`config.mk`:
```
export PLATFORM = sky130hd
export DESIGN_NAME = psram_lp_ctrl
export DESIGN_NICKNAME = d
export VERILOG_FILES = /design/src/rtl/psram_lp_pkg.sv /design/src/rtl/sleep_qual.sv /design/src/rtl/mode_ctrl.sv /design/src/rtl/refresh_gen.sv /design/src/rtl/psram_lp_ctrl.sv
export SDC_FILE = /design/constraint.sdc
export NUM_CORES = 1
export LEC_CHECK = 0
export BUFFER_PORTS_ARGS = -buffer_cell sky130_fd_sc_hd__buf_2
export CAP_MARGIN = 0
export CORE_UTILIZATION = 57
export CTS_CLUSTER_SIZE = 12
export DETAILED_ROUTE_END_ITERATION = 12
export GPL_ROUTABILITY_DRIVEN = 0
export PLACE_DENSITY = 0.8
export SETUP_SLACK_MARGIN = 0.05
export SLEW_MARGIN = 10
export SYNTH_ARGS = -nofsm -noshare
export SYNTH_HDL_FRONTEND = slang
export SYNTH_SLANG_ARGS = --single-unit
export TNS_END_PERCENT = 30
```
`constraint.sdc`:
```
create_clock -name clk -period 3.4 [get_ports clk]
set_input_delay 0.51 -clock clk [delete_from_list [all_inputs] [get_ports clk]]
set_output_delay 0.51 -clock clk [all_outputs]
set_load 0.005 [all_outputs]
```
`src/rtl/psram_lp_pkg.sv`:
```
package psram_lp_pkg;

    typedef enum logic [1:0] {
        MODE_ACTIVE  = 2'b00,
        MODE_STANDBY = 2'b01,
        MODE_PAR     = 2'b10
    } mode_e;

    localparam logic [2:0] EXT_FULL    = 3'b000;
    localparam logic [2:0] EXT_HALF    = 3'b001;
    localparam logic [2:0] EXT_QUARTER = 3'b010;
    localparam logic [2:0] EXT_EIGHTH  = 3'b011;
    localparam logic [2:0] EXT_NONE    = 3'b100;

    // how far the full row range is divided (log2 of the divisor)
    function automatic logic [1:0] ext_shift(input logic [2:0] ext);
        case (ext)
            EXT_HALF:    return 2'd1;
            EXT_QUARTER: return 2'd2;
            EXT_EIGHTH:  return 2'd3;
            default:     return 2'd0;
        endcase
    endfunction

endpackage

```
`src/rtl/sleep_qual.sv`:
```
module sleep_qual #(
    parameter int LOW_CYCLES = 2500
) (
    input  logic clk,
    input  logic rst_n,
    input  logic sleep_n,
    output logic qualified
);
    localparam int CW = $clog2(LOW_CYCLES + 1);
    localparam logic [CW-1:0] LIMIT = CW'(LOW_CYCLES);

    typedef struct packed {
        logic [CW-1:0] cnt;
    } st_t;

    st_t st_d, st_q;

    always_comb begin
        st_d = st_q;
        if (sleep_n) begin
            st_d.cnt = '0;
        end else if (st_q.cnt != LIMIT) begin
            st_d.cnt = st_q.cnt + 1'b1;
        end
    end

    always_ff @(posedge clk or negedge rst_n) begin
        if (!rst_n) st_q <= '0;
        else        st_q <= st_d;
    end

    assign qualified = (st_q.cnt == LIMIT);


    cnt_clear_chk: assert property (@(posedge clk) disable iff (!rst_n)
        sleep_n |=> !qualified);

endmodule

```
`src/rtl/mode_ctrl.sv`:
```
module mode_ctrl
    import psram_lp_pkg::*;
(
    input  logic  clk,
    input  logic  rst_n,
    input  logic  ce_n,
    input  logic  sleep_n,
    input  logic  cfg_sleep_bit,
    input  logic  sw_cfg_wr,
    input  logic  sw_cfg_sleep,
    input  logic  low_qualified,
    output mode_e mode
);
    typedef struct packed {
        mode_e mode;
        logic  src_sw;
        logic  pin_en;
    } st_t;

    st_t   st_d, st_q;
    mode_e base_mode;

    always_comb begin
        st_d      = st_q;
        base_mode = (ce_n && sleep_n) ? MODE_STANDBY : MODE_ACTIVE;
        if (sw_cfg_wr) begin
            st_d.pin_en = 1'b0;
            if (sw_cfg_sleep) begin
                st_d.mode   = MODE_PAR;
                st_d.src_sw = 1'b1;
            end else begin
                st_d.mode   = base_mode;
                st_d.src_sw = 1'b0;
            end
        end else if (st_q.mode == MODE_PAR) begin
            if (!st_q.src_sw && sleep_n) begin
                st_d.mode = base_mode;
            end
        end else if (st_q.pin_en && cfg_sleep_bit && !sleep_n && low_qualified) begin
            st_d.mode   = MODE_PAR;
            st_d.src_sw = 1'b0;
        end else begin
            st_d.mode = base_mode;
        end
    end

    always_ff @(posedge clk or negedge rst_n) begin
        if (!rst_n) begin
            st_q.mode   <= MODE_ACTIVE;
            st_q.src_sw <= 1'b0;
            st_q.pin_en <= 1'b1;
        end else begin
            st_q <= st_d;
        end
    end

    assign mode = st_q.mode;


    pin_exit_chk: assert property (@(posedge clk) disable iff (!rst_n)
        (st_q.mode == MODE_PAR && !st_q.src_sw && sleep_n && !sw_cfg_wr)
        |=> (st_q.mode != MODE_PAR));


    sleep_gate_chk: assert property (@(posedge clk) disable iff (!rst_n)
        (st_q.mode != MODE_PAR && !cfg_sleep_bit && !sw_cfg_wr)
        |=> (st_q.mode != MODE_PAR));


    sw_entry_chk: assert property (@(posedge clk) disable iff (!rst_n)
        (sw_cfg_wr && sw_cfg_sleep) |=> (st_q.mode == MODE_PAR));


    pin_lock_chk: assert property (@(posedge clk) disable iff (!rst_n)
        (!st_q.pin_en || sw_cfg_wr) |=> !st_q.pin_en);

endmodule

```
`src/rtl/refresh_gen.sv`:
```
module refresh_gen
    import psram_lp_pkg::*;
#(
    parameter int ROW_W = 12
) (
    input  logic             clk,
    input  logic             rst_n,
    input  logic             tick,
    input  logic             in_par,
    input  logic [2:0]       extent,
    input  logic             from_top,
    output logic             req,
    output logic [ROW_W-1:0] row
);
    typedef struct packed {
        logic [ROW_W-1:0] off;
        logic [ROW_W-1:0] row;
        logic             req;
    } st_t;

    st_t              st_d, st_q;
    logic [1:0]       shift;
    logic             none_sel;
    logic [ROW_W-1:0] mask;
    logic [ROW_W-1:0] base;

    always_comb begin
        shift    = in_par ? ext_shift(extent) : 2'd0;
        none_sel = in_par && (extent == EXT_NONE);
        mask     = {ROW_W{1'b1}} >> shift;
        base     = from_top ? ~mask : '0;

        st_d     = st_q;
        st_d.req = tick && !none_sel;
        if (st_d.req) begin
            st_d.row = base | (st_q.off & mask);
            st_d.off = st_q.off + 1'b1;
        end
    end

    always_ff @(posedge clk or negedge rst_n) begin
        if (!rst_n) st_q <= '0;
        else        st_q <= st_d;
    end

    assign req = st_q.req;
    assign row = st_q.row;


    none_chk: assert property (@(posedge clk) disable iff (!rst_n)
        (tick && in_par && extent == EXT_NONE) |=> (!req && $stable(st_q.off)));


    step_chk: assert property (@(posedge clk) disable iff (!rst_n)
        (tick && !(in_par && extent == EXT_NONE)) |=> req);


    low_anchor_chk: assert property (@(posedge clk) disable iff (!rst_n)
        (tick && in_par && !from_top && extent == EXT_EIGHTH)
        |=> (row[ROW_W-1 -: 3] == 3'b000));

endmodule

```
`src/rtl/psram_lp_ctrl.sv`:
```
module psram_lp_ctrl
    import psram_lp_pkg::*;
#(
    parameter int ROW_W      = 12,
    parameter int LOW_CYCLES = 2500
) (
    input  logic             clk,
    input  logic             rst_n,
    input  logic             ce_n,
    input  logic             sleep_n,
    input  logic             cfg_sleep_bit,
    input  logic [2:0]       cfg_extent,
    input  logic             cfg_from_top,
    input  logic             sw_cfg_wr,
    input  logic             sw_cfg_sleep,
    input  logic             refresh_tick,
    input  logic             rd_req,
    input  logic             wr_req,
    output logic [1:0]       mode,
    output logic             refresh_req,
    output logic [ROW_W-1:0] refresh_row,
    output logic             access_blocked,
    output logic             rd_go,
    output logic             wr_go
);
    logic  low_qualified;
    mode_e mode_q;
    logic  in_par;

    sleep_qual #(.LOW_CYCLES(LOW_CYCLES)) u_qual (
        .clk       (clk),
        .rst_n     (rst_n),
        .sleep_n   (sleep_n),
        .qualified (low_qualified)
    );

    mode_ctrl u_mode (
        .clk           (clk),
        .rst_n         (rst_n),
        .ce_n          (ce_n),
        .sleep_n       (sleep_n),
        .cfg_sleep_bit (cfg_sleep_bit),
        .sw_cfg_wr     (sw_cfg_wr),
        .sw_cfg_sleep  (sw_cfg_sleep),
        .low_qualified (low_qualified),
        .mode          (mode_q)
    );

    assign in_par = (mode_q == MODE_PAR);

    refresh_gen #(.ROW_W(ROW_W)) u_ref (
        .clk      (clk),
        .rst_n    (rst_n),
        .tick     (refresh_tick),
        .in_par   (in_par),
        .extent   (cfg_extent),
        .from_top (cfg_from_top),
        .req      (refresh_req),
        .row      (refresh_row)
    );

    assign mode           = mode_q;
    assign access_blocked = in_par;
    assign rd_go          = rd_req && !in_par;
    assign wr_go          = wr_req && !in_par;


    pin_entry_chk: assert property (@(posedge clk) disable iff (!rst_n)
        ($rose(in_par) && !$past(sw_cfg_wr)) |-> $past(low_qualified && !sleep_n && cfg_sleep_bit));

endmodule

```
* After elaboration in Yosys (flattened, before gate mapping)
Index checks and enable logic that the tools add are counted.
** Operators by class
- Add/subtract/negate cells :: 2
- Eq/ne operators :: 9
- Shifts and indexed selects :: 1
- Muxes and demuxes :: 13
- Bitwise gates (word level) :: 3
- Reduce and logical (&&, ||, !) cells :: 16
** Operators by type and width (count)
- $mux W12 :: 3
- $add A12 B1 Y12 const B :: 2
- $and A12 B12 Y12 :: 1
- $eq A12 B12 Y1 const B :: 1
- $ne A12 B12 Y1 const B :: 1
- $not A12 Y12 :: 1
- $or A12 B12 Y12 :: 1
- $shr A12 B2 Y12 const A :: 1
- $logic_and A1 B1 Y1 :: 9
- $mux W2 :: 4
- $eq A3 B2 Y1 const B :: 2
- $mux W3 :: 2
- $pmux W2 S3 :: 1
- $logic_not A1 Y1 :: 4
- $reduce_bool A2 Y1 :: 2
- $eq A3 B1 Y1 const B :: 1
- $eq A3 B3 Y1 const B :: 1
- $mux W1 :: 3
- $ne A3 B2 Y1 const B :: 1
- $eq A2 B2 Y1 const B :: 1
- $ne A2 B2 Y1 const B :: 1
- $reduce_and A2 Y1 :: 1
** Word-level totals
- Register bits :: 41
- Output and inout bits :: 18

* Depth between registers and ports, before layout
- Depth after elaboration :: 7
- Depth in mapped cells :: 7

* Modules after synthesis
From an unflattened synthesis, not the netlist that was laid out.
** Unflattened totals
- Cell total of the unflattened synthesis :: 201
- Area total of the unflattened synthesis :: 2048.2 um2
** By module, submodules not included
- refresh_gen :: instances 1, cells an instance 114, area each 1168.6 um2, sequential area each 625.6 um2
- sleep_qual :: instances 1, cells an instance 66, area each 651.9 um2, sequential area each 300.3 um2
- mode_ctrl :: instances 1, cells an instance 17, area each 195.2 um2, sequential area each 101.3 um2
- psram_lp_ctrl :: instances 1, cells an instance 4, area each 32.5 um2, sequential area each 0.0 um2

* Least setup slack after synthesis
No wires, ideal clock.
- Path kind :: register -> register
- Start point :: register u_qual.st_q[0] in the netlist's numbering
- End point :: register u_mode.mode[1] (netlist name)
- Library setup time :: 65 ps
- Arrival :: 1334 ps
- Required time :: 3335 ps
- Path slack :: 2001 ps
- Stages on the path, launching flop included :: 7
- Buffers on the path :: 0
- Path through :: dfrtp_1 -> inv_1 -> ha_1 -> and4bb_2 -> nand3_2 -> nor4_2 -> o22a_1
** Between the ends
- Word-level cells in the longest chain between the ends :: 5
** Ends and longest elaborated chain
- from (decl) :: line sleep_qual.sv:16 : st_t st_d, st_q;
- from (signal assigned) :: line sleep_qual.sv:29 : else st_q <= st_d;
- $eq A12 B12 Y1 :: line sleep_qual.sv:32 : assign qualified = (st_q.cnt == LIMIT);
- $logic_and A1 B1 Y1 :: line mode_ctrl.sv:39 : end else if (st_q.pin_en && cfg_sleep_bit && !sleep_n && low_qualified) begin
- $mux W2 :: line mode_ctrl.sv:39
- $mux W2 :: line mode_ctrl.sv:35 : end else if (st_q.mode == MODE_PAR) begin
- $mux W3 :: line mode_ctrl.sv:26 : if (sw_cfg_wr) begin
No other way between the ends.
A chain may end at the register's enable or synchronous reset.

* Final worst setup path
- Start point :: register u_mode.mode[0] (netlist name)
- End point :: output port rd_go
** Between the ends
- Word-level cells in the longest chain between the ends :: 3
** Ends and longest elaborated chain
- $eq A2 B2 Y1 :: line psram_lp_ctrl.sv:49 : assign in_par = (mode_q == MODE_PAR);
- $logic_not A1 Y1 :: line psram_lp_ctrl.sv:64 : assign rd_go = rd_req && !in_par;
- $logic_and A1 B1 Y1 :: line psram_lp_ctrl.sv:64
- to (decl) :: line psram_lp_ctrl.sv:23 : output logic rd_go,
No other way between the ends.

==> metrics.txt <==
outcome=complete, no violations; multi-input gate area in the final layout=slightly above 800 sq um; nets@finish=239; most common cell in the netlist=nand2_1; width of the die=~61 um; mapped cell area=approximately 2000 sq um; cell leakage power=~1.1 nW; post-cts gate resize count=0; area of the core=3360 sq um; cell at the root of the clock tree=clkbuf_4; clock sink count=slightly above 40; synth top area cells=dfrtp_1, nand2_1, buf_4, xnor2_1, xor2_1; final std cells w/o fill=~270; first-iteration detailed-routing DRC count=63; leading cell types by count after synthesis=nand2_1, dfrtp_1, buf_4; layout overhead on the synthesized area=7.14%; CP bufs+invs=1; CTS clk-pin slew, worst paths=around 0.12 ns; required arrival time at the worst endpoint=between 2 and 3 ns; effective utilization at floorplan=0.599; final-report max-slew violation count=0; count of synthesis-stage warnings from yosys=0; number of distinct library cells after synthesis=32; hold violation count in the final report=0; worst voltage drop across the vdd grid=between 0.0002 and 0.0003 V; Seq cells post-synth=just over 40; Hold Crit Class=input port to async pin; remaining global-route overflow=0; estimated wirelength of the detail-placed design=roughly 2.3 mm; deepest clock path buffer count=2; post-detailed-route wirelength per cell=12.0 um; via count normalized by instance count=~5.2; endpoints failing setup=0; CP max-delay cell=dfrtp_1; Cell Count Post-Placement=approximately 260; transition time at the pin with the least slew margin=approximately 0.85 ns; H-tree Lvls=2; number of I/O port buffers=31; timing-limited maximum frequency=584 MHz; Yosys top cell by area=dfrtp_1; largest fanout of any net on the critical path=9; number of buffers inserted for hold repair after clock tree synthesis=0; portion of the clock cycle consumed by the worst path in the final layout=0.504; maximum number of pins on one net before global-route repair=42; overall routing resource usage=0.207; fill cell total of the finished layout=between 200 and 300; count of mapped cells out of synthesis=~200; type of the worst setup path=register to output port; average cell area after synthesis=9.98 sq um; first-pass GRT wire length=~5.6 mm; fraction of final layout cells sized beyond drive strength 1=0.215; minimum clock period=1.71 ns; clock tree from TritonCTS=yes; tightest slew margin relative to the limit=0.435; category of cells accounting for the largest share of critical-path delay=flip-flops; Setup TNS=0 ns; synthesized netlist net count=approximately 220; number of enable-type register cells in the synthesized netlist=0; Clock Latency Late Sink=between 0.3 and 0.4 ns; DRT Pass-1 Iters=4; die extent in y=a little over 60 um; wirelength, routed=~3.2 mm; data arrival time of the worst path=1.20 ns; final setup skew=about 0.009 ns; power per standard cell area=505 nW/um^2; Site Rows=21; post-synthesis async set-or-reset flop share=1.00; setup repair after global routing missed its margin=no; antenna violations before repair=0; count of inserted antenna diode cells=0; sequential share of the synthesized area=0.510; area of the die=between 3000 and 4000 sq um; area taken by flip-flops and latches=between 1000 and 1500 sq um; Synth Flop Type=dfrtp_1; residual DRC count=0; worst path cell trace=nor2b_4 > nor2b_1 > buf_2; portion of synthesized cell area occupied by the leading cell type=0.497; count of buffers added by post-CTS timing repair for setup=0; crit-path max cell delay=about 0.43 ns; Inserted Clock Buffers=5; count of vias placed by the detailed router=around 1.4k; Antenna Nets Post-Route=0; number of top-level design ports=32; number of violations of the max-capacitance limit=0; startpoint kind of the worst setup timing path=register; total power=0.00109 W; Crit. End Element=output port; via count of the first global-routing pass=approximately 1.3k
==> state kept, by name (all words and copies together) (netlist names) <==
signal,flops
u_mode.mode,2
u_ref.st_q,12
u_mode.st_q,2
u_ref.req,1
u_ref.row,12
u_qual.st_q,12
==> worst paths after layout <==
| path | from | to | slack, ns | cells past startpoint |
|---|---|---|---|---|
| worst min register to register | u_ref.row[1] | u_ref.row[1] | 0.48 | 2 |
| min in group clk | sw_cfg_wr | u_mode.st_q[0] | 0.30 | 2 |
| worst max register to register | u_mode.mode[1] | u_ref.st_q[17] | 1.69 | 6 |
| worst min-delay path | rst_n | u_ref.row[0] | 0.25 | 1 |
| worst max-delay path | u_mode.mode[0] | rd_go | 1.69 | 3 |
| max in group asynchronous | rst_n | u_qual.st_q[1] | 2.62 | 1 |
==> layout by cell type, fill, tap and decap left out, drive strengths merged, types with 6 or more instances in the layout <==
cell type	n
buf	32
clkbuf	6
dfrtp	40
inv	7
nand2	48
nand3	7
nand4	8
nor2	10
o21ai	8
xnor2	12
xor2	6
==> power breakdown <==
group / internal [W] / total (W) / switching [W]
sequential: 0.000562 / 0.000636 / 0.0000743
combinational: 0.0000898 / 0.000189 / 0.0000995
clock: 0.000101 / 0.000265 / 0.000164
total: 0.000753 / 0.00109 / 0.000338
==> kinds of logic after synthesis <==
| kind of cell | count (synthesis) | share of synthesized area |
|---|---|---|
| AO/OA/AOI/OAI | 16 | 0.0453 |
| XOR/XNOR | 18 | 0.0782 |
| adder cells (fa/ha/maj) | 3 | 0.0186 |
| buffers and inverters | 26 | 0.0832 |
| flip-flops | 41 | 0.510 |
| multiplexers | 4 | 0.0199 |
| AND/OR/NAND/NOR | 94 | 0.245 |
==> cell type report <==
class,instances,share of cell area
sequential,41,0.476
multi-input combinational,135,0.380
clock inverter,2,0.00637
tap,46,0.0267
timing repair buffer,32,0.0753
clock buffer,6,0.0238
inverter,7,0.0122
==> stage by stage <==
step	worst slack (ns)	area (sq um)	hold slack (ns)	util
after floorplan	2.00	2020	0.214	-
after global placement	1.63	2090	0.456	0.623
after detailed placement	1.57	2090	0.459	0.623
after CTS	1.68	2160	0.268	0.642
after global routing	1.55	2160	0.289	0.642
final	1.69	2160	0.245	0.642
==> routing by layer <==
metal	part of all wire	track usage	vias up
met1	0.48	0.255	660
li1	-	-	708
met3	0.036	0.0546	7
met5	0	0	-
met2	0.47	0.345	26
met4	0.016	0.0889	0
Power figures use the tool's default switching activity.
